File: config.mk
export PLATFORM = sky130hd
export DESIGN_NAME = sr_gate_seq
export DESIGN_NICKNAME = d
export VERILOG_FILES = /design/src/rtl/sr_seq_pkg.sv /design/src/rtl/sr_blank_window.sv /design/src/rtl/sr_sync_watchdog.sv /design/src/rtl/sr_gate_seq.sv
export SDC_FILE = /design/constraint.sdc
export NUM_CORES = 1
export LEC_CHECK = 0
export ABC_AREA = 1
export BUFFER_PORTS_ARGS = -buffer_cell sky130_fd_sc_hd__buf_2
export CAP_MARGIN = 15
export CORE_ASPECT_RATIO = 1.4
export CORE_MARGIN = 1.5
export CORE_UTILIZATION = 45
export CTS_CLUSTER_DIAMETER = 150
export DETAILED_ROUTE_END_ITERATION = 10
export GPL_TIMING_DRIVEN = 1
export PLACE_DENSITY = 0.63
export SKIP_CTS_REPAIR_TIMING = 1
export SLEW_MARGIN = 25
export SYNTH_ARGS = -nofsm -noshare
export SYNTH_HDL_FRONTEND = slang
export SYNTH_SLANG_ARGS = --single-unit
File: constraint.sdc
create_clock -name clk -period 2 [get_ports clk]
set_input_delay 0.4 -clock clk [delete_from_list [all_inputs] [get_ports clk]]
set_output_delay 0.4 -clock clk [all_outputs]
set_load 0.02 [all_outputs]
File: src/rtl/sr_seq_pkg.sv
`timescale 1ns/1ps
package sr_seq_pkg;

    typedef enum logic [2:0] {
        ST_READY   = 3'd0,
        ST_F_ON    = 3'd1,
        ST_E_ON    = 3'd2,
        ST_BLOCK_N = 3'd3,
        ST_BLOCK_P = 3'd4
    } seq_state_t;

    localparam int unsigned N_GATES = 2;
    localparam int unsigned IDX_E   = 0;
    localparam int unsigned IDX_F   = 1;

endpackage

File: src/rtl/sr_blank_window.sv
`timescale 1ns/1ps
module sr_blank_window #(
    parameter int unsigned BLANK_CYC = 13
) (
    input  logic clk,
    input  logic rst_n,
    input  logic start,
    output logic blanked
);
    localparam int unsigned BW = $clog2(BLANK_CYC + 1);

    logic [BW-1:0] cnt_q;

    always_ff @(posedge clk or negedge rst_n) begin
        if (!rst_n) begin
            cnt_q <= '0;
        end else if (start) begin
            cnt_q <= BW'(BLANK_CYC);
        end else if (cnt_q != '0) begin
            cnt_q <= cnt_q - 1'b1;
        end
    end

    assign blanked = (cnt_q != '0);

    // a freshly started window is open at the following edge
    a_r9_window_opens: assert property (@(posedge clk) disable iff (!rst_n)
        start |=> blanked);

endmodule

File: src/rtl/sr_sync_watchdog.sv
`timescale 1ns/1ps
module sr_sync_watchdog #(
    parameter int unsigned TMO_CYC = 500
) (
    input  logic clk,
    input  logic rst_n,
    input  logic en,
    input  logic restart,
    output logic fire
);
    localparam int unsigned CW = $clog2(TMO_CYC + 1);
    localparam logic [CW-1:0] LAST = CW'(TMO_CYC - 1);
    localparam logic [CW-1:0] SAT  = CW'(TMO_CYC);

    logic [CW-1:0] cnt_q;

    always_ff @(posedge clk or negedge rst_n) begin
        if (!rst_n) begin
            cnt_q <= '0;
        end else if (!en || restart) begin
            cnt_q <= '0;
        end else if (cnt_q != SAT) begin
            cnt_q <= cnt_q + 1'b1;
        end
    end

    assign fire = en && !restart && (cnt_q == LAST);

    // a disabled timer cannot expire in the cycle that follows
    a_r11_disabled_quiet: assert property (@(posedge clk) disable iff (!rst_n)
        !en |=> !fire);

endmodule

File: src/rtl/sr_gate_seq.sv
`timescale 1ns/1ps
module sr_gate_seq
    import sr_seq_pkg::*;
#(
    parameter int unsigned BLANK_CYC = 13,
    parameter int unsigned TMO_CYC   = 500
) (
    input  logic clk,
    input  logic rst_n,
    input  logic sync_pos,
    input  logic sync_neg,
    input  logic rev_e,
    input  logic rev_f,
    input  logic tmr_en,
    output logic gate_e,
    output logic gate_f
);
    seq_state_t state_q, state_d;

    logic pos_ev, neg_ev, tmo_fire;
    logic [N_GATES-1:0] turn_on, blanked, rev_in, gate_q;

    assign pos_ev = sync_pos && !sync_neg;
    assign neg_ev = sync_neg && !sync_pos;
    assign rev_in[IDX_E] = rev_e;
    assign rev_in[IDX_F] = rev_f;

    sr_sync_watchdog #(.TMO_CYC(TMO_CYC)) u_wdog (
        .clk     (clk),
        .rst_n   (rst_n),
        .en      (tmr_en),
        .restart (pos_ev || neg_ev),
        .fire    (tmo_fire)
    );

    // next-state decode
    always_comb begin
        state_d = state_q;
        unique case (state_q)
            ST_READY: begin
                if (pos_ev)      state_d = ST_F_ON;
                else if (neg_ev) state_d = ST_E_ON;
            end
            ST_F_ON: begin
                if (neg_ev)                   state_d = ST_E_ON;
                else if (pos_ev || tmo_fire)  state_d = ST_BLOCK_N;
            end
            ST_E_ON: begin
                if (pos_ev)                   state_d = ST_F_ON;
                else if (neg_ev || tmo_fire)  state_d = ST_BLOCK_P;
            end
            ST_BLOCK_N: begin
                if (neg_ev) state_d = ST_E_ON;
            end
            ST_BLOCK_P: begin
                if (pos_ev) state_d = ST_F_ON;
            end
            default: state_d = ST_READY;
        endcase
    end

    // state register
    always_ff @(posedge clk or negedge rst_n) begin
        if (!rst_n) state_q <= ST_READY;
        else        state_q <= state_d;
    end

    assign turn_on[IDX_E] = (state_d == ST_E_ON) && (state_q != ST_E_ON);
    assign turn_on[IDX_F] = (state_d == ST_F_ON) && (state_q != ST_F_ON);

    for (genvar g = 0; g < N_GATES; g++) begin : g_blank
        sr_blank_window #(.BLANK_CYC(BLANK_CYC)) u_blank (
            .clk     (clk),
            .rst_n   (rst_n),
            .start   (turn_on[g]),
            .blanked (blanked[g])
        );
    end

    // gate outputs, registered alongside the state
    always_ff @(posedge clk or negedge rst_n) begin
        if (!rst_n) begin
            gate_q <= '0;
        end else begin
            gate_q[IDX_E] <= (state_d == ST_E_ON) &&
                (turn_on[IDX_E] || (gate_q[IDX_E] && !(rev_in[IDX_E] && !blanked[IDX_E])));
            gate_q[IDX_F] <= (state_d == ST_F_ON) &&
                (turn_on[IDX_F] || (gate_q[IDX_F] && !(rev_in[IDX_F] && !blanked[IDX_F])));
        end
    end

    assign gate_e = gate_q[IDX_E];
    assign gate_f = gate_q[IDX_F];

    a_r12_exclusive: assert property (@(posedge clk) disable iff (!rst_n)
        !(gate_e && gate_f));

    a_r2_pos_drops_e: assert property (@(posedge clk) disable iff (!rst_n)
        (sync_pos && !sync_neg) |=> !gate_e);

    a_r3_neg_drops_f: assert property (@(posedge clk) disable iff (!rst_n)
        (sync_neg && !sync_pos) |=> !gate_f);

    a_r6_both_ignored: assert property (@(posedge clk) disable iff (!rst_n)
        (sync_pos && sync_neg && !tmo_fire) |=> $stable(state_q));

    a_r7_rev_f_off: assert property (@(posedge clk) disable iff (!rst_n)
        (gate_f && rev_f && !blanked[IDX_F]) |=> !gate_f);

    a_r8_rev_e_off: assert property (@(posedge clk) disable iff (!rst_n)
        (gate_e && rev_e && !blanked[IDX_E]) |=> !gate_e);

    a_r9_blank_holds: assert property (@(posedge clk) disable iff (!rst_n)
        (gate_e && blanked[IDX_E] && !sync_pos && !sync_neg && !tmo_fire) |=> gate_e);

    a_r10_timeout_off: assert property (@(posedge clk) disable iff (!rst_n)
        tmo_fire |=> (!gate_e && !gate_f));

endmodule

==> results of run 1 <==
[placed cells by master (no fill, tap or decap), types with 2 or more instances in the layout]
cell type,n
inv_1,30
dfrtp_1,22
nand2_1,21
nor2_1,14
nand3_1,10
a21oi_1,9
o21ai_0,9
nor3_1,8
ha_1,8
buf_2,8
o21ai_1,3
xor2_1,3
clkbuf_4,3
nand3_2,2
a31oi_1,2
xnor2_1,2
[power by group through the flow]
stage,Combinational [mW],Clock [mW],Sequential [mW]
after CTS,0.655,0.253,0.666
after floorplan,0.505,0,0.667
after global placement,0.616,0,0.670
after detailed placement,0.652,0,0.675
after global routing,0.751,0.273,0.686
final,0.642,0.237,0.666
[cell families (layout without fill, tap and decap cells)]
logic type	after synthesis	count (layout)	synth area share
simple gates	61	61	0.240
buf+inv	30	42	0.0899
compound gates	26	26	0.116
flops	22	22	0.440
fa+ha+maj	8	8	0.0799
xor+xnor	5	5	0.0350
[metal layers]
layer | up-vias | GRT usage
li1 | 515 | -
met1 | 473 | 0.167
met2 | 14 | 0.316
met3 | 2 | 0.0275
met4 | 0 | 0.0642
met5 | - | 0
[final timing paths]
kind / end / slack, ps / cells after the start
setup / recovery: g_blank[0].u_blank.cnt_q[3] / 520 / 9
hold / removal: g_blank[1].u_blank.cnt_q[2] / 40 / 1
setup reg to reg: g_blank[0].u_blank.cnt_q[3] / 520 / 9
hold reg to reg: u_wdog.cnt_q[7] / 520 / 1
max in group asynchronous: g_blank[0].u_blank.cnt_q[2] / 1630 / 1
min in group clk: gate_q[0] / 360 / 4
[flip-flops by register name, indices dropped and copies added, names as in the netlist]
signal and flops:
gate_q 2, u_wdog.cnt_q 9, g_blank.u_blank.cnt_q 8, state_q 3
[metrics by stage]
stage / instance area (um2) / std cells / power (mW) / hold slack (ps) / setup slack [ps]
final: 1370 / 200 / 1.55 / 37.8 / 520
after global routing: 1370 / 200 / 1.71 / 54.9 / 407
after CTS: 1370 / 200 / 1.57 / 45.7 / 505
after detailed placement: 1340 / 196 / 1.33 / 391 / 226
after global placement: 1340 / 196 / 1.29 / 391 / 288
after floorplan: 1250 / 152 / 1.17 / 104 / 513
[cells in the mapped netlist]
| library cell | instances | share of area |
|---|---|---|
| nand2_1 | 21 | 0.063 |
| nor3_2 | 1 | 0.0080 |
| dfrtp_1 | 22 | 0.44 |
| ha_1 | 8 | 0.080 |
| o21ai_1 | 3 | 0.012 |
| inv_1 | 30 | 0.090 |
| xnor2_1 | 2 | 0.014 |
| nand4_2 | 1 | 0.010 |
| nand3_2 | 2 | 0.016 |
| nor2_1 | 14 | 0.042 |
| a211oi_2 | 1 | 0.010 |
| a31oi_1 | 2 | 0.010 |
| nand2_2 | 1 | 0.0050 |
| a211oi_1 | 1 | 0.0060 |
| o21ai_0 | 9 | 0.036 |
| nor3_1 | 8 | 0.032 |
| and3_1 | 1 | 0.0050 |
| nand3_4 | 1 | 0.014 |
| a21oi_1 | 9 | 0.036 |
| or2_1 | 1 | 0.0050 |
| nand3_1 | 10 | 0.040 |
| xor2_1 | 3 | 0.021 |
| o21a_1 | 1 | 0.0060 |
[final cells by class]
class / count / area share
well taps: 36 / 0.0328
repair buffers: 8 / 0.0291
clock buffers: 4 / 0.0264
inverters: 30 / 0.0820
flip-flops and latches: 22 / 0.401
multi-input cells: 100 / 0.429
==> metrics.md, run 1 <==
| Metric | Value |
|---|---|
| Arrival time worst endpoint | `1640 ps` |
| VDD IR max | `0.000459 V` |
| Netlist cell types | `23` |
| Cells after Synth | `152` |
| Final #Nets | `180` |
| Fin crit share | `0.740` |
| Diode count | `0` |
| Met2 WL post-DR | `1.22 mm` |
| Final Setup Violations | `0` |
| Worst path max stage delay | `420 ps` |
| Max layer used | `met4` |
| Starting DRT DRC Count | `29` |
| Status | `complete, no violations` |
| Die Width | `47.6 um` |
| RD Place Congestion | `0.825` |
| Startpoint types | `flip-flop` |
| CTS tree | `done` |
| Endpoint class of the critical path | `flip-flop` |
| Placeable Area | `0.00264 mm2` |
| Fin Clk Skew | `7.01 ps` |
| Combinational share of power | `0.416` |
| Metal-1 WL | `882 um` |
| Via count of the first global-routing pass | `1008` |
| Total GRT Usage | `0.167` |
| DIE AREA | `0.00311 mm2` |
| Synth Register Bits | `22` |
| Slew @ Worst Pin | `481 ps` |
| Die height | `65.4 um` |
| Drc violations | `0` |
| GRT Residual Overflow | `0` |
| Share of layout cells above drive strength 1 | `0.116` |
| CP most frequent cell | `nand2_1` |
| Global-route wire length before repair | `3.80 mm` |
| Leak | `0.687 nW` |
| # rows | `22` |
| Synthesis Warnings | `0` |
| Post-synthesis sequential area ratio | `0.440` |
| DRT Pass-1 Iters | `4` |
| P_sw | `611 uW` |
| Clock slew at reported path FFs | `120 ps` |
| Metal3 WL | `49 um` |
| Reg2reg start | `u_wdog.cnt_q[0]` |
| Syn avg cell area | `8.24 um2` |
| Crit path max fanout | `5` |
| Fmax achieved | `676 MHz` |
| Delay-heaviest family, CP | `simple AND/OR/NAND/NOR gates` |
| Post-DP HPWL | `1.74 mm` |
| Largest net degree at the start of global routing | `23` |
| Clk sink count | `22` |
| Sw frac | `0.396` |
| Worst slew margin | `0.679` |
| Slew Limit Fails | `0` |
| Sequential Power Share | `0.431` |
| PwrDens | `1120 mW/mm2` |
| Crit. Startpoint | `u_wdog.cnt_q[0]` |
| Crit-path slowest cell | `dfrtp_1` |
| Max_cap viols | `0` |
| Period minus WS final | `1480 ps` |
| RSZ-0062 raised after global routing | `no` |
| Ports | `9` |
| Drt wl/cell | `10.9 um` |
| Area Overhead vs Synth | `9.69%` |
| Clock H-tree levels | `1` |
| Routed vias | `1004` |
| Fillers | `265` |
| Endpoints failing hold | `0` |
| Internal | `934 uW` |
| Min-delay worst type | `input pin to asynchronous set/reset pin` |
| Clock buffer depth | `2` |
| WL final | `2.17 mm` |
| DR vias/cell | `5.02` |
| Register area | `551 um2` |
| Initial antenna violation count | `0` |
| Worst Path Buf+Inv | `0` |
| Setup TNS | `0 ps` |
| Worst-Skew Late Latency | `300 ps` |
| Area of the multi-input gates | `589 um2` |
| CP required | `2170 ps` |
| CP cell instances | `ha_1, nand3_1, nor2_1, nand2_1, nand2_1, nand2_1, nand3_4, nand3_2, o21ai_0` |
| Synth Net Count | `167` |
| Clock group share of total power | `0.153` |
| Post-Synthesis Cell Area | `0.00125 mm2` |
| ANT nets after route | `0` |
| Starting Density | `0.474` |
| Crit path kind | `flip-flop to flip-flop` |
| Final core occ | `0.520` |
| IO Port Bufs | `8` |
| Total CTS buffers | `3` |
| Root Driver | `clkbuf_4` |
No activity file was read; power rests on OpenSTA's default activity.
==> run 2: changes to the inputs <==
- clock period: 2 -> 1.6 ns (I/O delays scaled with it)
==> run 2 against run 1 <==
Non-clock buffer count is 5 higher; final area is 4.1% higher; via count is 0.70% higher; die area stayed put; largest power group is now combinational cells; highest routed layer unchanged.
==> metrics.md, run 2 (synthesis results as in run 1) <==
| Metric | Value |
|---|---|
| Status | `complete, no violations` |
| Diode count | `0` |
| Starting Density | `0.474` |
| Clock buffer depth | `2` |
| Min-delay worst type | `input pin to flip-flop` |
| Clock slew at reported path FFs | `130 ps` |
| CTS tree | `done` |
| Fin crit share | `0.877` |
| RSZ-0062 raised after global routing | `no` |
| Starting DRT DRC Count | `12` |
| Via count of the first global-routing pass | `1067` |
| Max_cap viols | `0` |
| Setup TNS | `0 ps` |
| Register with the most flip-flops | `u_wdog.cnt_q` |
| Endpoints failing hold | `0` |
| Placeable Area | `0.00264 mm2` |
| Slew @ Worst Pin | `500 ps` |
| VDD IR max | `0.000590 V` |
| CP required | `1780 ps` |
| # rows | `22` |
| Power consumption | `2.08 mW` |
| Initial antenna violation count | `0` |
| Register area | `551 um2` |
| Max FFs per register | `9` |
| PwrDens | `1450 mW/mm2` |
| Area of the multi-input gates | `589 um2` |
| Post-Place Cell Area | `0.00137 mm2` |
| DR vias/cell | `4.93` |
| Reg2reg setup slack | `200 ps` |
| Ports | `9` |
| WL final | `2.18 mm` |
| Total CTS buffers | `3` |
| Period minus WS final | `1400 ps` |
| Total GRT Usage | `0.176` |
| Crit path max fanout | `5` |
| Arrival time worst endpoint | `1580 ps` |
| Global-route wire length before repair | `4.12 mm` |
| Area Overhead vs Synth | `14.2%` |
| Die height | `65.4 um` |
| Crit path kind | `flip-flop to flip-flop` |
| ANT nets after route | `0` |
| Leading registers by flop count | `u_wdog.cnt_q: 9 flops, g_blank.u_blank.cnt_q: 8 flops, state_q: 3 flops` |
| Leak | `0.718 nW` |
| Drt wl/cell | `10.6 um` |
| Die Width | `47.6 um` |
| Root Driver | `clkbuf_4` |
| RD Place Congestion | `0.754` |
| Most common cell after layout, fill and taps aside | `inv_1` |
| DRT Pass-1 Iters | `4` |
| Routed vias | `1011` |
| Fillers | `256` |
| Most frequent cells in the layout | `30 x inv_1, 22 x dfrtp_1, 21 x nand2_1` |
| Final Setup Violations | `0` |
| Drc violations | `0` |
| Slew Limit Fails | `0` |
| Final instance area | `0.00143 mm2` |
| IO Port Bufs | `8` |
| Largest net degree at the start of global routing | `23` |
| Fin Clk Skew | `7.68 ps` |
| DIE AREA | `0.00311 mm2` |
| Setup slack after layout | `197 ps` |
| Worst slew margin | `0.667` |
| GRT Residual Overflow | `0` |
| Clock H-tree levels | `1` |
| DP Worst Slack | `65.6 ps` |
| Worst-Skew Late Latency | `300 ps` |
| Endpoint class of the critical path | `flip-flop` |
| Final core occ | `0.541` |
| Fmax achieved | `713 MHz` |
| Final #Nets | `185` |
| Startpoint types | `flip-flop` |
| Share of layout cells above drive strength 1 | `0.136` |
| Clk sink count | `22` |
| Post-DP HPWL | `1.70 mm` |
[run 2: cell types whose count changed in the layout (fill, tap and decap cells not counted), sizes merged]
cell / delta
buf: +4
dlygate4sd3: +1
clkbuf: -1
bufinv: +1
[run 2: worst max-delay path, stage by stage, from the launching register on]
cell and delay, ps:
dfrtp_1 390, ha_1 230, nand2_1 70, nor2_1 90, nand3_1 120, nand3_2 110
nand3_4 90, nand3_2 90, o21ai_0 80
[run 2: area by class of cell]
| type | instances | share of cell area |
|---|---|---|
| multi-input cells | 100 | 0.412 |
| well taps | 36 | 0.0315 |
| flip-flops and latches | 22 | 0.385 |
| repair buffers | 13 | 0.0560 |
| clock buffers | 3 | 0.0157 |
| inverters | 30 | 0.0787 |
| clock inverters | 1 | 0.0210 |
[run 2: layer usage]
layer,up-vias,part of all wire,GRT usage
li1,523,-,-
met2,12,0.54,0.323
met3,2,0.020,0.0275
met4,0,0.0096,0.0676
met1,474,0.43,0.188
met5,-,0,0
[run 2: final timing paths]
kind	end	cells past startpoint	startpoint
min in group asynchronous	g_blank[1].u_blank.cnt_q[2]	2	rst_n
worst max-delay path	g_blank[0].u_blank.cnt_q[3]	8	u_wdog.cnt_q[0]
worst max register to register	g_blank[0].u_blank.cnt_q[3]	8	u_wdog.cnt_q[0]
max in group asynchronous	state_q[0]	2	rst_n
worst min-delay path	gate_q[0]	4	rev_e
worst min register to register	u_wdog.cnt_q[7]	1	u_wdog.cnt_q[7]
[run 2: stage by stage]
stage | hold WS, ps | instances
2_1_floorplan | 24.4 | 152
3_3_place_gp | 312 | 200
3_5_place_dp | 314 | 200
4_1_cts | -32.6 | 204
5_1_grt | 289 | 205
6_report | 278 | 205
[run 2: power breakdown]
part	internal (mW)	switching, mW	total [mW]
logic	0.339	0.491	0.830
registers	0.716	0.112	0.828
clock network	0.253	0.165	0.418
